$ cat config.mk
export PLATFORM = sky130hd
export DESIGN_NAME = perm_tile_agen
export DESIGN_NICKNAME = d
export VERILOG_FILES = /design/src/rtl/ptag_pkg.sv /design/src/rtl/ptag_seq.sv /design/src/rtl/ptag_lane.sv /design/src/rtl/perm_tile_agen.sv
export SDC_FILE = /design/constraint.sdc
export NUM_CORES = 1
export LEC_CHECK = 0
export ABC_AREA = 1
export CAP_MARGIN = 40
export CORE_AREA = 2 2 147 149
export CTS_CLUSTER_DIAMETER = 60
export DETAILED_ROUTE_END_ITERATION = 8
export DIE_AREA = 0 0 149 151
export PLACE_DENSITY_LB_ADDON = 0.15
export SLEW_MARGIN = 20
export SYNTH_ARGS = -nofsm -noshare
export SYNTH_HDL_FRONTEND = slang
export SYNTH_SLANG_ARGS = --single-unit
$ cat constraint.sdc
create_clock -name clk_i -period 7.1 [get_ports clk_i]
set_input_delay 1.065 -clock clk_i [delete_from_list [all_inputs] [get_ports clk_i]]
set_output_delay 1.065 -clock clk_i [all_outputs]
set_load 0.03 [all_outputs]
$ cat src/rtl/ptag_pkg.sv
package ptag_pkg;

    localparam int LD_W       = 16;
    localparam int OFF_W      = LD_W + 3;
    localparam int SLOTS      = 8;
    localparam int PHASES     = 4;
    localparam int LANE_W     = $clog2(SLOTS * PHASES);
    localparam int PH_W       = $clog2(PHASES);
    localparam int COL_W      = $clog2(SLOTS);
    localparam int BANK_GROUPS = 8;

    typedef logic [COL_W-1:0]  col_t;
    typedef logic [PH_W-1:0]   phase_t;
    typedef logic [LD_W-1:0]   ld_t;
    typedef logic [OFF_W-1:0]  off_t;

    typedef enum logic {
        SEQ_IDLE = 1'b0,
        SEQ_RUN  = 1'b1
    } seq_state_e;

    typedef struct packed {
        logic [LANE_W-1:0] lane;
        off_t              gofs;
        off_t              sofs;
    } lane_addr_t;

    // Scratchpad row: column bit 0 stays, column bit 2 moves to bit 1.
    function automatic logic [1:0] row_of(input col_t c);
        return {c[2], c[0]};
    endfunction

    // Bank group: column bit 1 picks the upper half, the group index is
    // XORed with the row in the lower two bits.
    function automatic logic [2:0] bank_of(input col_t c, input phase_t s);
        logic [1:0] r;
        r = row_of(c);
        return {c[1], s ^ r};
    endfunction

endpackage

$ cat src/rtl/ptag_seq.sv
module ptag_seq
    import ptag_pkg::*;
(
    input  logic   clk_i,
    input  logic   rst_i,
    input  logic   start_i,
    input  ld_t    src_ld_i,
    input  ld_t    spad_ld_i,
    output logic   busy_o,
    output phase_t phase_o,
    output ld_t    src_ld_q_o,
    output ld_t    spad_ld_q_o
);
    localparam phase_t LAST_PHASE = phase_t'(PHASES - 1);

    seq_state_e state_q;
    phase_t     phase_q;
    ld_t        src_q;
    ld_t        spad_q;

    always_ff @(posedge clk_i) begin
        if (rst_i) begin
            state_q <= SEQ_IDLE;
            phase_q <= '0;
            src_q   <= '0;
            spad_q  <= '0;
        end else begin
            case (state_q)
                SEQ_IDLE: begin
                    if (start_i) begin
                        state_q <= SEQ_RUN;
                        phase_q <= '0;
                        src_q   <= src_ld_i;
                        spad_q  <= spad_ld_i;
                    end
                end
                SEQ_RUN: begin
                    if (phase_q == LAST_PHASE) begin
                        state_q <= SEQ_IDLE;
                        phase_q <= '0;
                    end else begin
                        phase_q <= phase_q + 1'b1;
                    end
                end
                default: state_q <= SEQ_IDLE;
            endcase
        end
    end

    assign busy_o      = (state_q == SEQ_RUN);
    assign phase_o     = phase_q;
    assign src_ld_q_o  = src_q;
    assign spad_ld_q_o = spad_q;
endmodule

$ cat src/rtl/ptag_lane.sv
module ptag_lane
    import ptag_pkg::*;
#(
    parameter int SLOT = 0
) (
    input  phase_t     phase_i,
    input  ld_t        src_ld_i,
    input  ld_t        spad_ld_i,
    output lane_addr_t addr_o
);
    localparam col_t COL = col_t'(SLOT);

    logic [1:0] row;
    logic [2:0] bank;
    off_t       g_stride;
    off_t       s_stride;

    always_comb begin
        row      = row_of(COL);
        bank     = bank_of(COL, phase_i);
        g_stride = off_t'(src_ld_i) * off_t'(phase_i);
        s_stride = off_t'(spad_ld_i) * off_t'(row);
        addr_o.lane = {phase_i, COL};
        addr_o.gofs = g_stride + off_t'(COL);
        addr_o.sofs = s_stride + off_t'(bank);
    end
endmodule

$ cat src/rtl/perm_tile_agen.sv
module perm_tile_agen
    import ptag_pkg::*;
(
    input  logic                      clk_i,
    input  logic                      rst_i,
    input  logic                      start_i,
    input  logic [LD_W-1:0]           src_ld_i,
    input  logic [LD_W-1:0]           spad_ld_i,
    output logic                      valid_o,
    output logic                      done_o,
    output logic [PH_W-1:0]           phase_o,
    output logic [SLOTS*LANE_W-1:0]   lane_o,
    output logic [SLOTS*OFF_W-1:0]    gofs_o,
    output logic [SLOTS*OFF_W-1:0]    sofs_o
);
    localparam phase_t LAST_PHASE = phase_t'(PHASES - 1);

    logic   busy;
    phase_t phase;
    ld_t    src_ld_q;
    ld_t    spad_ld_q;

    ptag_seq u_seq (
        .clk_i      (clk_i),
        .rst_i      (rst_i),
        .start_i    (start_i),
        .src_ld_i   (src_ld_i),
        .spad_ld_i  (spad_ld_i),
        .busy_o     (busy),
        .phase_o    (phase),
        .src_ld_q_o (src_ld_q),
        .spad_ld_q_o(spad_ld_q)
    );

    for (genvar k = 0; k < SLOTS; k++) begin : g_slot
        lane_addr_t addr;
        ptag_lane #(.SLOT(k)) u_lane (
            .phase_i  (phase),
            .src_ld_i (src_ld_q),
            .spad_ld_i(spad_ld_q),
            .addr_o   (addr)
        );
        assign lane_o[k*LANE_W +: LANE_W] = addr.lane;
        assign gofs_o[k*OFF_W  +: OFF_W]  = addr.gofs;
        assign sofs_o[k*OFF_W  +: OFF_W]  = addr.sofs;
    end

    assign valid_o = busy;
    assign done_o  = busy && (phase == LAST_PHASE);
    assign phase_o = phase;
endmodule

==> results of run 1 <==
sequential cells by signal (all words and copies together), names as in the netlist:
| signal | cells |
|---|---|
| u_seq.src_ld_q_o | 16 |
| u_seq.spad_ld_q_o | 16 |
| u_seq.phase_o | 2 |
| u_seq.busy_o | 1 |
report_power, final:
group	internal, mW	switching (mW)	total (mW)
registers	0.210	0.0218	0.231
logic	0.260	0.476	0.736
clock network	0.166	0.0946	0.260
stage by stage:
step | cell area, sq um | hold WS (ns) | setup slack, ns | utilization [%] | std cells
after floorplan | 8240 | 0.454 | 1.83 | - | 1425
after global placement | 10700 | 0.472 | 1.63 | 51.6 | 1874
after detailed placement | 10800 | 0.472 | 1.66 | 51.6 | 1875
after CTS | 10900 | 0.481 | 1.35 | 52.5 | 1883
after global routing | 10900 | 0.501 | 0.980 | 52.5 | 1883
final | 10900 | 0.481 | 1.39 | 52.5 | 1884
path summary, 6_finish.rpt:
check / from / to
hold / removal: u_seq.src_ld_q_o[13] / u_seq.src_ld_q_o[13]
hold reg to reg: u_seq.src_ld_q_o[13] / u_seq.src_ld_q_o[13]
setup / recovery: u_seq.phase_o[0] / gofs_o[87]
setup reg to reg: u_seq.busy_o / u_seq.spad_ld_q_o[1]
per-layer routing:
metal,global-route usage (%),vias up
li1,-,4508
met1,28.0,3989
met2,42.1,371
met3,5.15,43
met4,6.62,0
met5,0,-
cells in the final DEF (no fill, tap or decap), types with 2 or more instances in the layout:
| master | netlist | routed |
|---|---|---|
| sky130_fd_sc_hd__a211oi_1 | 13 | 13 |
| sky130_fd_sc_hd__nand3b_1 | 2 | 2 |
| sky130_fd_sc_hd__and2_1 | 3 | 3 |
| sky130_fd_sc_hd__a21oi_1 | 57 | 57 |
| sky130_fd_sc_hd__nor2_2 | 9 | 9 |
| sky130_fd_sc_hd__clkdlybuf4s50_1 | 0 | 310 |
| sky130_fd_sc_hd__xor2_2 | 3 | 3 |
| sky130_fd_sc_hd__xor2_1 | 134 | 134 |
| sky130_fd_sc_hd__nor3_2 | 5 | 5 |
| sky130_fd_sc_hd__conb_1 | 2 | 72 |
| sky130_fd_sc_hd__dfxtp_1 | 35 | 35 |
| sky130_fd_sc_hd__ha_1 | 52 | 52 |
| sky130_fd_sc_hd__buf_4 | 118 | 4 |
| sky130_fd_sc_hd__nand4_1 | 31 | 31 |
| sky130_fd_sc_hd__nor2_1 | 115 | 115 |
| sky130_fd_sc_hd__xnor2_1 | 14 | 14 |
| sky130_fd_sc_hd__fa_1 | 4 | 4 |
| sky130_fd_sc_hd__nand2_4 | 3 | 3 |
| sky130_fd_sc_hd__o21ai_1 | 2 | 2 |
| sky130_fd_sc_hd__nor2_4 | 8 | 8 |
| sky130_fd_sc_hd__o21ai_0 | 11 | 11 |
| sky130_fd_sc_hd__inv_2 | 3 | 3 |
| sky130_fd_sc_hd__nand2_1 | 398 | 398 |
| sky130_fd_sc_hd__inv_1 | 182 | 182 |
| sky130_fd_sc_hd__nor3_1 | 8 | 8 |
| sky130_fd_sc_hd__clkinv_1 | 3 | 3 |
| sky130_fd_sc_hd__clkbuf_16 | 0 | 5 |
| sky130_fd_sc_hd__nand2_2 | 8 | 8 |
| sky130_fd_sc_hd__or2_2 | 2 | 2 |
| sky130_fd_sc_hd__o21a_1 | 2 | 2 |
| sky130_fd_sc_hd__nand3_1 | 102 | 102 |
| sky130_fd_sc_hd__a21o_1 | 2 | 2 |
worst reg2reg max path, stage by stage, from the launching register on:
cell and delay [ns]:
sky130_fd_sc_hd__dfxtp_1 0.41, sky130_fd_sc_hd__nor2_1 0.07, sky130_fd_sc_hd__buf_4 0.20, sky130_fd_sc_hd__inv_2 0.61, sky130_fd_sc_hd__nor2_1 0.09, sky130_fd_sc_hd__a211oi_1 0.20
cells by family (layout without fill, tap and decap cells):
logic type | count (synthesis) | after routing | synth area share [%]
simple gates | 695 | 695 | 37.7
buf+inv | 328 | 511 | 21.1
xor+xnor | 152 | 152 | 17.2
compound gates | 87 | 87 | 5.99
fa+ha+maj | 56 | 56 | 9.16
flops | 35 | 35 | 8.79
other cells | 2 | 73 | 0.0942
area by class of cell:
| cell class | count | area [sq um] | area share (%) |
|---|---|---|---|
| inverter | 188 | 706 | 6.46 |
| antenna | 1 | 2.50 | 0.0229 |
| tap | 275 | 344 | 3.15 |
| sequential | 35 | 701 | 6.41 |
| timing repair buffer | 315 | 3150 | 28.8 |
| multi-input combinational | 1062 | 5850 | 53.6 |
| clock buffer | 5 | 125 | 1.15 |
| clock inverter | 3 | 43.8 | 0.401 |
==> load_flow_metrics.sql, run 1 <==
INSERT INTO impl_metrics (metric_group, metric, value, unit) VALUES
('run_status', 'outcome', 'finished, final reports clean', ''),
('worst_setup_path', 'timing.reg2reg.setup_slack', '5.43', 'ns'),
('floorplanning', 'boundaryPins', '383', ''),
('layout', 'layout-area-overhead-vs-synth', '37.0', '%'),
('pwr', 'power-per-cell-area', '112', 'nW/um^2'),
('worst_setup_path', 'critical_path_cell_count', '17', ''),
('floorplanning', 'design.core.area', '20800', 'sq um'),
('synth', 'async_flop_share', '0', '%'),
('synth', 'post_synth_inst_count', '1355', ''),
('clock_tree', 'clock_latency', '0.29', 'ns'),
('sta', 'setup_repair_after_global_routing_missed_its_margin', 'false', ''),
('clock_tree', 'clock_tree.root_cell', 'sky130_fd_sc_hd__clkbuf_16', ''),
('synth', 'count_of_flip_flops_with_a_built_in_enable_after_synthesis', '0', ''),
('clock_tree', 'cts_buffer_depth', '2', ''),
('synth', 'synth_sequential_area_ratio', '8.79', '%'),
('worst_setup_path', 'critPathArrivalTime', '4.65', 'ns'),
('synth', 'ys_types', '35', ''),
('worst_setup_path', 'setup.worst_path.start_class', 'flip-flop', ''),
('drt', 'route.detailed.wl_per_inst', '14.8', 'um'),
('worst_setup_path', 'critical_path.max_fanout', '17', ''),
('worst_setup_path', 'r2r_cells', '5', ''),
('sta', 'timing.final.crit_share', '80.5', '%'),
('sta', 'max_slew.worst_pin.slew', '0.864', 'ns'),
('drt', 'post-route-drc-count', '0', ''),
('drt', 'met2WireLength', '13.5', 'mm'),
('floorplanning', 'die_height', '151', 'um'),
('synth', 'synthTopCellsByCount', 'sky130_fd_sc_hd__nand2_1, sky130_fd_sc_hd__inv_1, sky130_fd_sc_hd__xor2_1', ''),
('synth', 'netlist.area_leader.share', '18.7', '%'),
('layout', 'nFillCells', '2163', ''),
('synth', 'synth_top_area_cell', 'sky130_fd_sc_hd__nand2_1', ''),
('worst_setup_path', 'cp_top_family', 'simple AND/OR/NAND/NOR gates', ''),
('pwr', 'ir_worst_vdd', '0.0920', 'mV'),
('synth', 'yosys.cell_count.top_type', 'sky130_fd_sc_hd__nand2_1', ''),
('global_routing', 'largest_net_degree_at_the_start_of_global_routing', '46', ''),
('worst_setup_path', 'critPathSlowestCell', 'sky130_fd_sc_hd__dfxtp_1', ''),
('sta', 'finalSetupViolCount', '0', ''),
('floorplanning', 'std_cell_rows', '53', ''),
('sta', 'timing_hold_violations_final', '0', ''),
('clock_tree', 'cts_resized', '0', ''),
('worst_setup_path', 'timing_worst_setup_path_type', 'flip-flop to output port', ''),
('clock_tree', 'number_of_buffers_added_for_setup_after_cts', '0', ''),
('sta', 'clock_skew', '0.00614', 'ns'),
('clock_tree', 'count_of_clock_tree_sinks', '35', ''),
('sta', 'maxClockFrequency', '175', 'MHz'),
('layout', 'layout.nets', '1698', ''),
('pwr', 'fin_total_pwr', '1.23', 'mW'),
('global_routing', 'grt_pass1_vias', '8019', ''),
('clock_tree', 'htree_num_levels', '2', ''),
('worst_setup_path', 'crit_buf_inv', '4', ''),
('layout', 'drive_gt1_share', '3.42', '%'),
('drt', 'm1WireLength', '11.4', 'mm'),
('global_routing', 'first_pass_grt_wire_length', '42.2', 'mm'),
('drt', 'vias', '8911', ''),
('sta', 'finalSetupTns', '0', 'ns'),
('drt', 'topRoutingLayerUsed', 'met4', ''),
('synth', 'ys.flop_type', 'sky130_fd_sc_hd__dfxtp_1', ''),
('placement', 'port_buffers', '310', ''),
('clock_tree', 'cts_tree', 'done', ''),
('drt', 'drt_pre_antenna_iters', '5', ''),
('sta', 'relSlewSlack', '42.3', '%'),
('job', 'max_cap_viol_count', '0', ''),
('synth', 'yosysWarningCount', '0', ''),
('worst_setup_path', 'worst_ep_required_time', '6.03', 'ns'),
('floorplanning', 'die_area', '22500', 'sq um'),
('min_path', 'hold-path-cell-count', '2', ''),
('synth', 'avgSynthCellArea', '5.88', 'sq um'),
('placement', 'gpl.final_weighted_congestion', '0.961', ''),
('drt', 'drt_via_density', '4.73', ''),
('floorplanning', 'initial_core_utilization', '38.3', '%'),
('drt', 'postRouteAntennaNets', '0', ''),
('global_routing', 'grt_remaining_overflow', '0', '');
(Power assumes the default switching activity.)
==> run 2: changes to the inputs <==
- CORE_AREA: 2 2 147 149 -> 2 2 148 150
- DIE_AREA: 0 0 149 151 -> 0 0 150 152
- clock period: 7.1 -> 5.9 ns (I/O delays scaled with it)
==> load_flow_metrics.sql, run 2 (synthesis gave the netlist of run 1 again) <==
INSERT INTO impl_metrics (metric_group, metric, value, unit) VALUES
('run_status', 'outcome', 'finished, final reports clean', ''),
('sta', 'setup_repair_after_global_routing_missed_its_margin', 'false', ''),
('worst_setup_path', 'most_frequent_cell_on_critical_path', 'sky130_fd_sc_hd__inv_1', ''),
('clock_tree', 'htree_num_levels', '2', ''),
('drt', 'drt_iter0_markers', '476', ''),
('layout', 'layout-area-overhead-vs-synth', '37.7', '%'),
('worst_setup_path', 'worst_ep_required_time', '5.02', 'ns'),
('clock_tree', 'clock_tree.root_cell', 'sky130_fd_sc_hd__clkbuf_16', ''),
('clock_tree', 'cts_buffer_depth', '2', ''),
('worst_setup_path', 'setup.worst_path.end_class', 'output port', ''),
('pwr', 'swShare', '48.1', '%'),
('pwr', 'p_int', '767', 'uW'),
('layout', 'layout.nets', '1704', ''),
('placement', 'gpl.final_weighted_congestion', '0.923', ''),
('worst_setup_path', 'timing_worst_setup_path_type', 'flip-flop to output port', ''),
('min_path', 'hold_start', 'u_seq.src_ld_q_o[9]', ''),
('drt', 'drt_pre_antenna_iters', '5', ''),
('drt', 'totalWireLength', '28.7', 'mm'),
('min_path', 'hold-path-cell-count', '2', ''),
('floorplanning', 'std_cell_rows', '54', ''),
('clock_tree', 'cts-buffers-inserted', '5', ''),
('drt', 'postRouteAntennaNets', '0', ''),
('worst_setup_path', 'crit_buf_inv', '5', ''),
('pwr', 'ir_worst_vdd', '0.105', 'mV'),
('layout', 'multi_input_comb_area', '5850', 'sq um'),
('clock_tree', 'cts-hold-fix-buffers', '0', ''),
('layout', 'drive_gt1_share', '3.78', '%'),
('clock_tree', 'count_of_clock_tree_sinks', '35', ''),
('clock_tree', 'cts_tree', 'done', ''),
('clock_tree', 'path_clk_slew', '0.06', 'ns'),
('layout', 'layout.cells.most_common', 'sky130_fd_sc_hd__nand2_1', ''),
('sta', 'relSlewSlack', '58.2', '%'),
('worst_setup_path', 'largest_stage_delay_on_the_critical_path', '0.72', 'ns'),
('drt', 'post-route-drc-count', '0', ''),
('global_routing', 'first_pass_grt_wire_length', '44.5', 'mm'),
('drt', 'vias', '8977', ''),
('worst_setup_path', 'crit-reg2reg-capture', 'u_seq.phase_o[1]', ''),
('job', 'max_cap_viol_count', '0', ''),
('clock_tree', 'clock_latency', '0.29', 'ns'),
('global_routing', 'grt_pass1_vias', '8230', ''),
('global_routing', 'grt_remaining_overflow', '0', ''),
('sta', 'finalSetupTns', '0', 'ns'),
('worst_setup_path', 'rr_startpoint', 'u_seq.phase_o[1]', ''),
('sta', 'finalHoldWorstSlack', '0.481', 'ns'),
('global_routing', 'grt_usage', '24.2', '%'),
('floorplanning', 'boundaryPins', '383', ''),
('pwr', 'combinationalPowerShare', '60.1', '%'),
('global_routing', 'grt_antenna_before_repair', '1', ''),
('floorplanning', 'die_x', '150', 'um'),
('placement', 'place_area', '10800', 'sq um'),
('pwr', 'clock_power_share', '21.0', '%'),
('sta', 'timing.final.crit_share', '92.9', '%'),
('worst_setup_path', 'critical_path.max_fanout', '17', ''),
('floorplanning', 'die_area', '22800', 'sq um'),
('floorplanning', 'initial_core_utilization', '37.3', '%'),
('floorplanning', 'die_height', '152', 'um'),
('layout', 'sequential_cell_area', '701', 'sq um'),
('worst_setup_path', 'r2r_cells', '4', ''),
('sta', 'post-route-min-period', '5.48', 'ns'),
('floorplanning', 'design.core.area', '21400', 'sq um'),
('sta', 'timing_hold_violations_final', '0', ''),
('worst_setup_path', 'timing.reg2reg.setup_slack', '4.35', 'ns'),
('drt', 'drt_via_density', '4.74', ''),
('placement', 'detailedPlace.worstSlack', '0.695', 'ns'),
('sta', 'post-route-worst-setup-slack', '0.416', 'ns'),
('sta', 'max_slew.worst_pin.slew', '0.626', 'ns'),
('clock_tree', 'cts_resized', '0', ''),
('worst_setup_path', 'cp_top_family', 'buffers and inverters', ''),
('drt', 'route.detailed.wl_per_inst', '15.2', 'um'),
('sta', 'max_slew_violation_count', '0', ''),
('worst_setup_path', 'setup.worst_path.start_class', 'flip-flop', ''),
('pwr', 'register_share_of_total_power', '18.9', '%'),
('min_path', 'worst_hold_path_type', 'flip-flop to flip-flop', ''),
('global_routing', 'largest_net_degree_at_the_start_of_global_routing', '46', ''),
('layout', 'nFillCells', '2283', ''),
('layout', 'antenna-diode-count', '0', ''),
('layout', 'final_cell_area', '11000', 'sq um'),
('layout', 'commonest_non_fill_non_tap_cells_in_the_layout', 'sky130_fd_sc_hd__nand2_1, sky130_fd_sc_hd__clkdlybuf4s50_1, sky130_fd_sc_hd__inv_1, sky130_fd_sc_hd__xor2_1, sky130_fd_sc_hd__nor2_1', ''),
('worst_setup_path', 'critical_path.cell_chain', 'nand2_1 > inv_1 > ha_1 > fa_1 > inv_1 > ha_1 > inv_1 > o21ai_0 > inv_1 > nor3_1 > nand4_1 > nand2_1 > clkdlybuf4s50_1', ''),
('placement', 'port_buffers', '310', ''),
('sta', 'finalSetupViolCount', '0', ''),
('pwr', 'p_switching', '711', 'uW'),
('pwr', 'p_leak', '5.47', 'nW'),
('sta', 'maxClockFrequency', '182', 'MHz'),
('clock_tree', 'number_of_buffers_added_for_setup_after_cts', '0', ''),
('sta', 'clock_skew', '0.00680', 'ns'),
('layout', 'fin_cells', '1894', ''),
('min_path', 'worst_hold_path.endpoint', 'u_seq.src_ld_q_o[9]', ''),
('worst_setup_path', 'critPathSlowestCell', 'sky130_fd_sc_hd__dfxtp_1', ''),
('pwr', 'power-per-cell-area', '135', 'nW/um^2'),
('placement', 'place.detailed.instances', '1885', ''),
('placement', 'dp_hpwl', '23.6', 'mm'),
('worst_setup_path', 'critPathArrivalTime', '4.60', 'ns');
-- run 2: changes by cell type in the layout (fill, tap and decap cells not counted) --
cell                      before  now
sky130_fd_sc_hd__buf_4         4   10
sky130_fd_sc_hd__buf_12        0    1
sky130_fd_sc_hd__buf_8         1    0
sky130_fd_sc_hd__diode_2       1    0
-- run 2: cell type report --
class,instances,share of cell area (%)
clock inverters,3,0.399
well taps,280,3.19
repair buffers,321,29.1
inverters,188,6.43
flip-flops and latches,35,6.38
multi-input cells,1062,53.3
clock buffers,5,1.14
-- run 2: tightest hold or removal path: stages (launching register included) --
cell and delay (ns):
sky130_fd_sc_hd__dfxtp_1 0.32, sky130_fd_sc_hd__nand2_1 0.06, sky130_fd_sc_hd__a21oi_1 0.05
-- run 2: routing by layer --
metal,up-vias,GRT usage (%),share of wire [%]
met4,2,4.18,1.5
met5,-,0,0.056
met2,288,42.2,49
met1,4134,31.6,44
li1,4523,-,-
met3,30,3.81,5.7
-- run 2: metrics by stage --
step | total power, mW | utilization, %
after detailed placement | 1.17 | 50.5
after global placement | 1.17 | 50.5
after floorplan | 0.891 | -
after CTS | 1.49 | 51.3
final | 1.48 | 51.4
after global routing | 1.55 | 51.4
-- run 2: worst max-delay path by stage --
stage,from,endpoint,slack [ns],cells past startpoint
2_1_floorplan,u_seq.phase_o[1],gofs_o[140],0.81,13
3_3_place_gp,u_seq.phase_o[1],gofs_o[148],0.69,13
3_5_place_dp,u_seq.phase_o[1],gofs_o[148],0.70,13
4_1_cts,u_seq.phase_o[1],gofs_o[148],0.38,13
5_1_grt,u_seq.phase_o[1],gofs_o[148],0.06,13
6_report,u_seq.phase_o[1],gofs_o[148],0.42,13
-- run 2: power groups by stage --
stage                     Combinational, mW  Clock, mW  Sequential, mW
final                                 0.888      0.310           0.279
after floorplan                       0.614          0           0.276
after CTS                             0.889      0.317           0.279
after global routing                  0.943      0.325           0.282
after global placement                0.882          0           0.284
after detailed placement              0.884          0           0.284
==> run 3: changes to the inputs <==
- ABC_AREA: 1 -> default
- CORE_AREA: 2 2 148 150 -> 2 2 147 149
- CTS_CLUSTER_SIZE: default -> 40
- DIE_AREA: 0 0 150 152 -> 0 0 149 151
==> load_flow_metrics.sql, run 3 <==
INSERT INTO impl_metrics (metric_group, metric, value, unit) VALUES
('placement', 'port_buffers', '310', ''),
('clock_tree', 'cts_tree', 'done', ''),
('min_path', 'worst_hold_path_type', 'flip-flop to flip-flop', ''),
('worst_setup_path', 'critPathSlowestCell', 'sky130_fd_sc_hd__clkdlybuf4s50_1', ''),
('floorplanning', 'std_cell_rows', '53', ''),
('layout', 'multi_input_comb_area', '6040', 'sq um'),
('worst_setup_path', 'rr_startpoint', 'u_seq.busy_o', ''),
('synth', 'synth_simple_gate_area_share', '26.1', '%'),
('clock_tree', 'htree_num_levels', '2', ''),
('drt', 'post-route-drc-count', '0', ''),
('clock_tree', 'cts-buffers-inserted', '5', ''),
('layout', 'sequential_cell_area', '701', 'sq um'),
('sta', 'max_slew_violation_count', '0', ''),
('pwr', 'p_leak', '4.54', 'nW'),
('synth', 'ys_ff_latch', '35', ''),
('synth', 'yosysWarningCount', '0', ''),
('worst_setup_path', 'critical_path.max_fanout', '29', ''),
('min_path', 'hold-path-cell-count', '2', ''),
('min_path', 'hold_start', 'u_seq.src_ld_q_o[7]', ''),
('drt', 'vias', '7458', ''),
('synth', 'avgSynthCellArea', '7.24', 'sq um'),
('floorplanning', 'boundaryPins', '383', ''),
('worst_setup_path', 'timing_worst_setup_path_type', 'flip-flop to output port', ''),
('sta', 'timing_hold_violations_final', '0', ''),
('clock_tree', 'cts-hold-fix-buffers', '0', ''),
('synth', 'ys.flop_type', 'sky130_fd_sc_hd__dfxtp_1', ''),
('synth', 'synth_mux_area_share', '0.408', '%'),
('global_routing', 'grt_pass1_vias', '6971', ''),
('sta', 'clock_skew', '0.00460', 'ns'),
('worst_setup_path', 'crit-reg2reg-capture', 'u_seq.src_ld_q_o[8]', ''),
('clock_tree', 'number_of_buffers_added_for_setup_after_cts', '0', ''),
('synth', 'synth_sequential_area_ratio', '9.14', '%'),
('synth', 'synth-compound-area-share', '14.9', '%'),
('layout', 'commonest_non_fill_non_tap_cells_in_the_layout', 'sky130_fd_sc_hd__clkdlybuf4s50_1, sky130_fd_sc_hd__nand2_1, sky130_fd_sc_hd__xnor2_1, sky130_fd_sc_hd__nor2_1, sky130_fd_sc_hd__xor2_1', ''),
('placement', 'gpl.final_weighted_congestion', '0.887', ''),
('global_routing', 'grt_antenna_before_repair', '3', ''),
('global_routing', 'first_pass_grt_wire_length', '37.9', 'mm'),
('clock_tree', 'cts_resized', '0', ''),
('synth', 'post_synth_fa_ha_maj_area_fraction', '9.53', '%'),
('global_routing', 'grt_remaining_overflow', '0', ''),
('clock_tree', 'count_of_clock_tree_sinks', '35', ''),
('drt', 'drt_pre_antenna_iters', '4', ''),
('drt', 'drt_via_density', '4.74', ''),
('synth', 'post_synth_inst_count', '1059', ''),
('sta', 'setup_repair_after_global_routing_missed_its_margin', 'false', ''),
('synth', 'count_of_flip_flops_with_a_built_in_enable_after_synthesis', '0', ''),
('pwr', 'fin_total_pwr', '1.33', 'mW'),
('pwr', 'swShare', '45.3', '%'),
('sta', 'timing.final.crit_share', '89.7', '%'),
('drt', 'postRouteAntennaNets', '0', ''),
('pwr', 'register_share_of_total_power', '20.8', '%'),
('synth', 'synth_top_family_by_area', 'simple AND/OR/NAND/NOR gates', ''),
('floorplanning', 'initial_core_utilization', '36.8', '%'),
('placement', 'dp_hpwl', '21.1', 'mm'),
('synth', 'netlist.area_leader.share', '12.4', '%'),
('sta', 'finalSetupTns', '0', 'ns'),
('layout', 'drive_gt1_share', '8.24', '%'),
('pwr', 'combinationalPowerShare', '56.3', '%'),
('global_routing', 'grt_usage', '21.2', '%'),
('drt', 'route.detailed.wl_per_inst', '16.0', 'um'),
('run_status', 'outcome', 'finished, final reports clean', ''),
('worst_setup_path', 'critical_path.cell_chain', 'buf_4 > and2_1 > ha_1 > a21o_1 > a31o_2 > o211a_1 > o41a_1 > xor2_1 > and3_1 > nand2_1 > o21ai_0 > clkdlybuf4s50_1', ''),
('synth', 'async_flop_share', '0', '%'),
('synth', 'yosys.cell_count.top_type', 'sky130_fd_sc_hd__nand2_1', ''),
('drt', 'drt_iter0_markers', '327', ''),
('layout', 'nFillCells', '2128', ''),
('global_routing', 'largest_net_degree_at_the_start_of_global_routing', '36', ''),
('pwr', 'clock_power_share', '22.9', '%'),
('synth', 'post_synth_main_area_contributors', 'sky130_fd_sc_hd__xnor2_1, sky130_fd_sc_hd__buf_4, sky130_fd_sc_hd__xor2_1', ''),
('clock_tree', 'path_clk_slew', '0.06', 'ns'),
('pwr', 'p_int', '725', 'uW'),
('floorplanning', 'die_height', '151', 'um'),
('sta', 'max_slew.worst_pin.slew', '0.713', 'ns'),
('floorplanning', 'die_area', '22500', 'sq um'),
('pwr', 'ir_worst_vdd', '0.0964', 'mV'),
('floorplanning', 'die_x', '149', 'um'),
('clock_tree', 'clock_tree.root_cell', 'sky130_fd_sc_hd__clkbuf_16', ''),
('synth', 'ys_types', '82', ''),
('worst_setup_path', 'setup.worst_path.end_class', 'output port', ''),
('clock_tree', 'cts_buffer_depth', '2', ''),
('worst_setup_path', 'setup.worst_path.start_class', 'flip-flop', ''),
('layout', 'layout-area-overhead-vs-synth', '37.3', '%'),
('pwr', 'power-per-cell-area', '126', 'nW/um^2'),
('synth', 'post_synth_xor_area_fraction', '24.3', '%'),
('min_path', 'worst_hold_path.endpoint', 'u_seq.src_ld_q_o[7]', ''),
('floorplanning', 'design.core.area', '20800', 'sq um'),
('drt', 'totalWireLength', '25.2', 'mm'),
('sta', 'finalSetupViolCount', '0', ''),
('clock_tree', 'clock_latency', '0.28', 'ns'),
('layout', 'layout.cells.most_common', 'sky130_fd_sc_hd__clkdlybuf4s50_1', ''),
('job', 'max_cap_viol_count', '0', ''),
('layout', 'layout.nets', '1388', ''),
('worst_setup_path', 'largest_stage_delay_on_the_critical_path', '0.72', 'ns'),
('synth', 'synthTopCellsByCount', 'sky130_fd_sc_hd__nand2_1, sky130_fd_sc_hd__buf_4, sky130_fd_sc_hd__xnor2_1', ''),
('sta', 'maxClockFrequency', '189', 'MHz'),
('worst_setup_path', 'r2r_cells', '4', ''),
('worst_setup_path', 'critPathArrivalTime', '4.41', 'ns'),
('synth', 'mappedNetlistArea', '7670', 'sq um'),
('sta', 'relSlewSlack', '52.5', '%'),
('sta', 'post-route-min-period', '5.29', 'ns'),
('worst_setup_path', 'critical_path.startpoint', 'u_seq.phase_o[0]', ''),
('pwr', 'p_switching', '600', 'uW'),
('synth', 'synth_top_area_cell', 'sky130_fd_sc_hd__xnor2_1', ''),
('worst_setup_path', 'timing.reg2reg.setup_slack', '4.29', 'ns'),
('worst_setup_path', 'worst_ep_required_time', '5.02', 'ns');
-- run 3: how the worst max path moves through the flow --
| stage | cells past startpoint | to |
|---|---|---|
| 5_1_grt | 12 | gofs_o[92] |
| 3_5_place_dp | 12 | gofs_o[150] |
| 3_3_place_gp | 11 | gofs_o[150] |
| 6_report | 12 | gofs_o[131] |
| 4_1_cts | 12 | gofs_o[150] |
| 2_1_floorplan | 12 | gofs_o[50] |
-- run 3: worst max-delay path, delay by kind of cell (launching register included) --
| kind | cells | cell delay (ns) |
|---|---|---|
| buffers and inverters | 2 | 0.99 |
| flip-flops | 1 | 0.37 |
| XOR/XNOR | 1 | 0.48 |
| AO/OA/AOI/OAI | 5 | 1.35 |
| AND/OR/NAND/NOR | 3 | 0.65 |
| adder cells (fa/ha/maj) | 1 | 0.27 |
-- run 3: cells by family after synthesis --
logic type,after synthesis
fa+ha+maj,56
simple gates,407
buf+inv,198
compound gates,153
other cells,2
flops,35
mux,3
xor+xnor,205
-- run 3: through the flow --
step,instances,utilization (%),hold slack [ns],worst slack (ns),area [sq um]
2_1_floorplan,1129,-,0.440,1.01,7930
6_report,1574,50.6,0.459,0.608,10500
3_3_place_gp,1565,49.8,0.450,0.961,10400
3_5_place_dp,1565,49.8,0.454,0.913,10400
4_1_cts,1573,50.6,0.462,0.592,10500
5_1_grt,1574,50.6,0.491,0.262,10500
-- run 3: final cells by class --
cell class / instances / share of cell area, %
tap: 275 / 3.27
multi-input combinational: 896 / 57.4
clock inverter: 3 / 0.416
antenna: 1 / 0.0238
inverter: 36 / 1.28
sequential: 35 / 6.65
clock buffer: 5 / 1.19
timing repair buffer: 323 / 29.8
-- run 3: routing by layer --
metal  part of all wire [%]  GRT usage (%)  vias up
met5                  0.044              0        -
met4                    1.7           4.57        2
met1                     41           24.6     3415
met2                     50           39.7      246
met3                    7.2           4.58       28
li1                       -              -     3767
-- run 3: power groups by stage --
stage	sequential (mW)	combinational [mW]	clock (mW)
global placement	0.281	0.746	0
floorplan	0.271	0.542	0
detailed placement	0.281	0.744	0
finish	0.275	0.746	0.304
global route	0.279	0.791	0.322
CTS	0.276	0.749	0.313
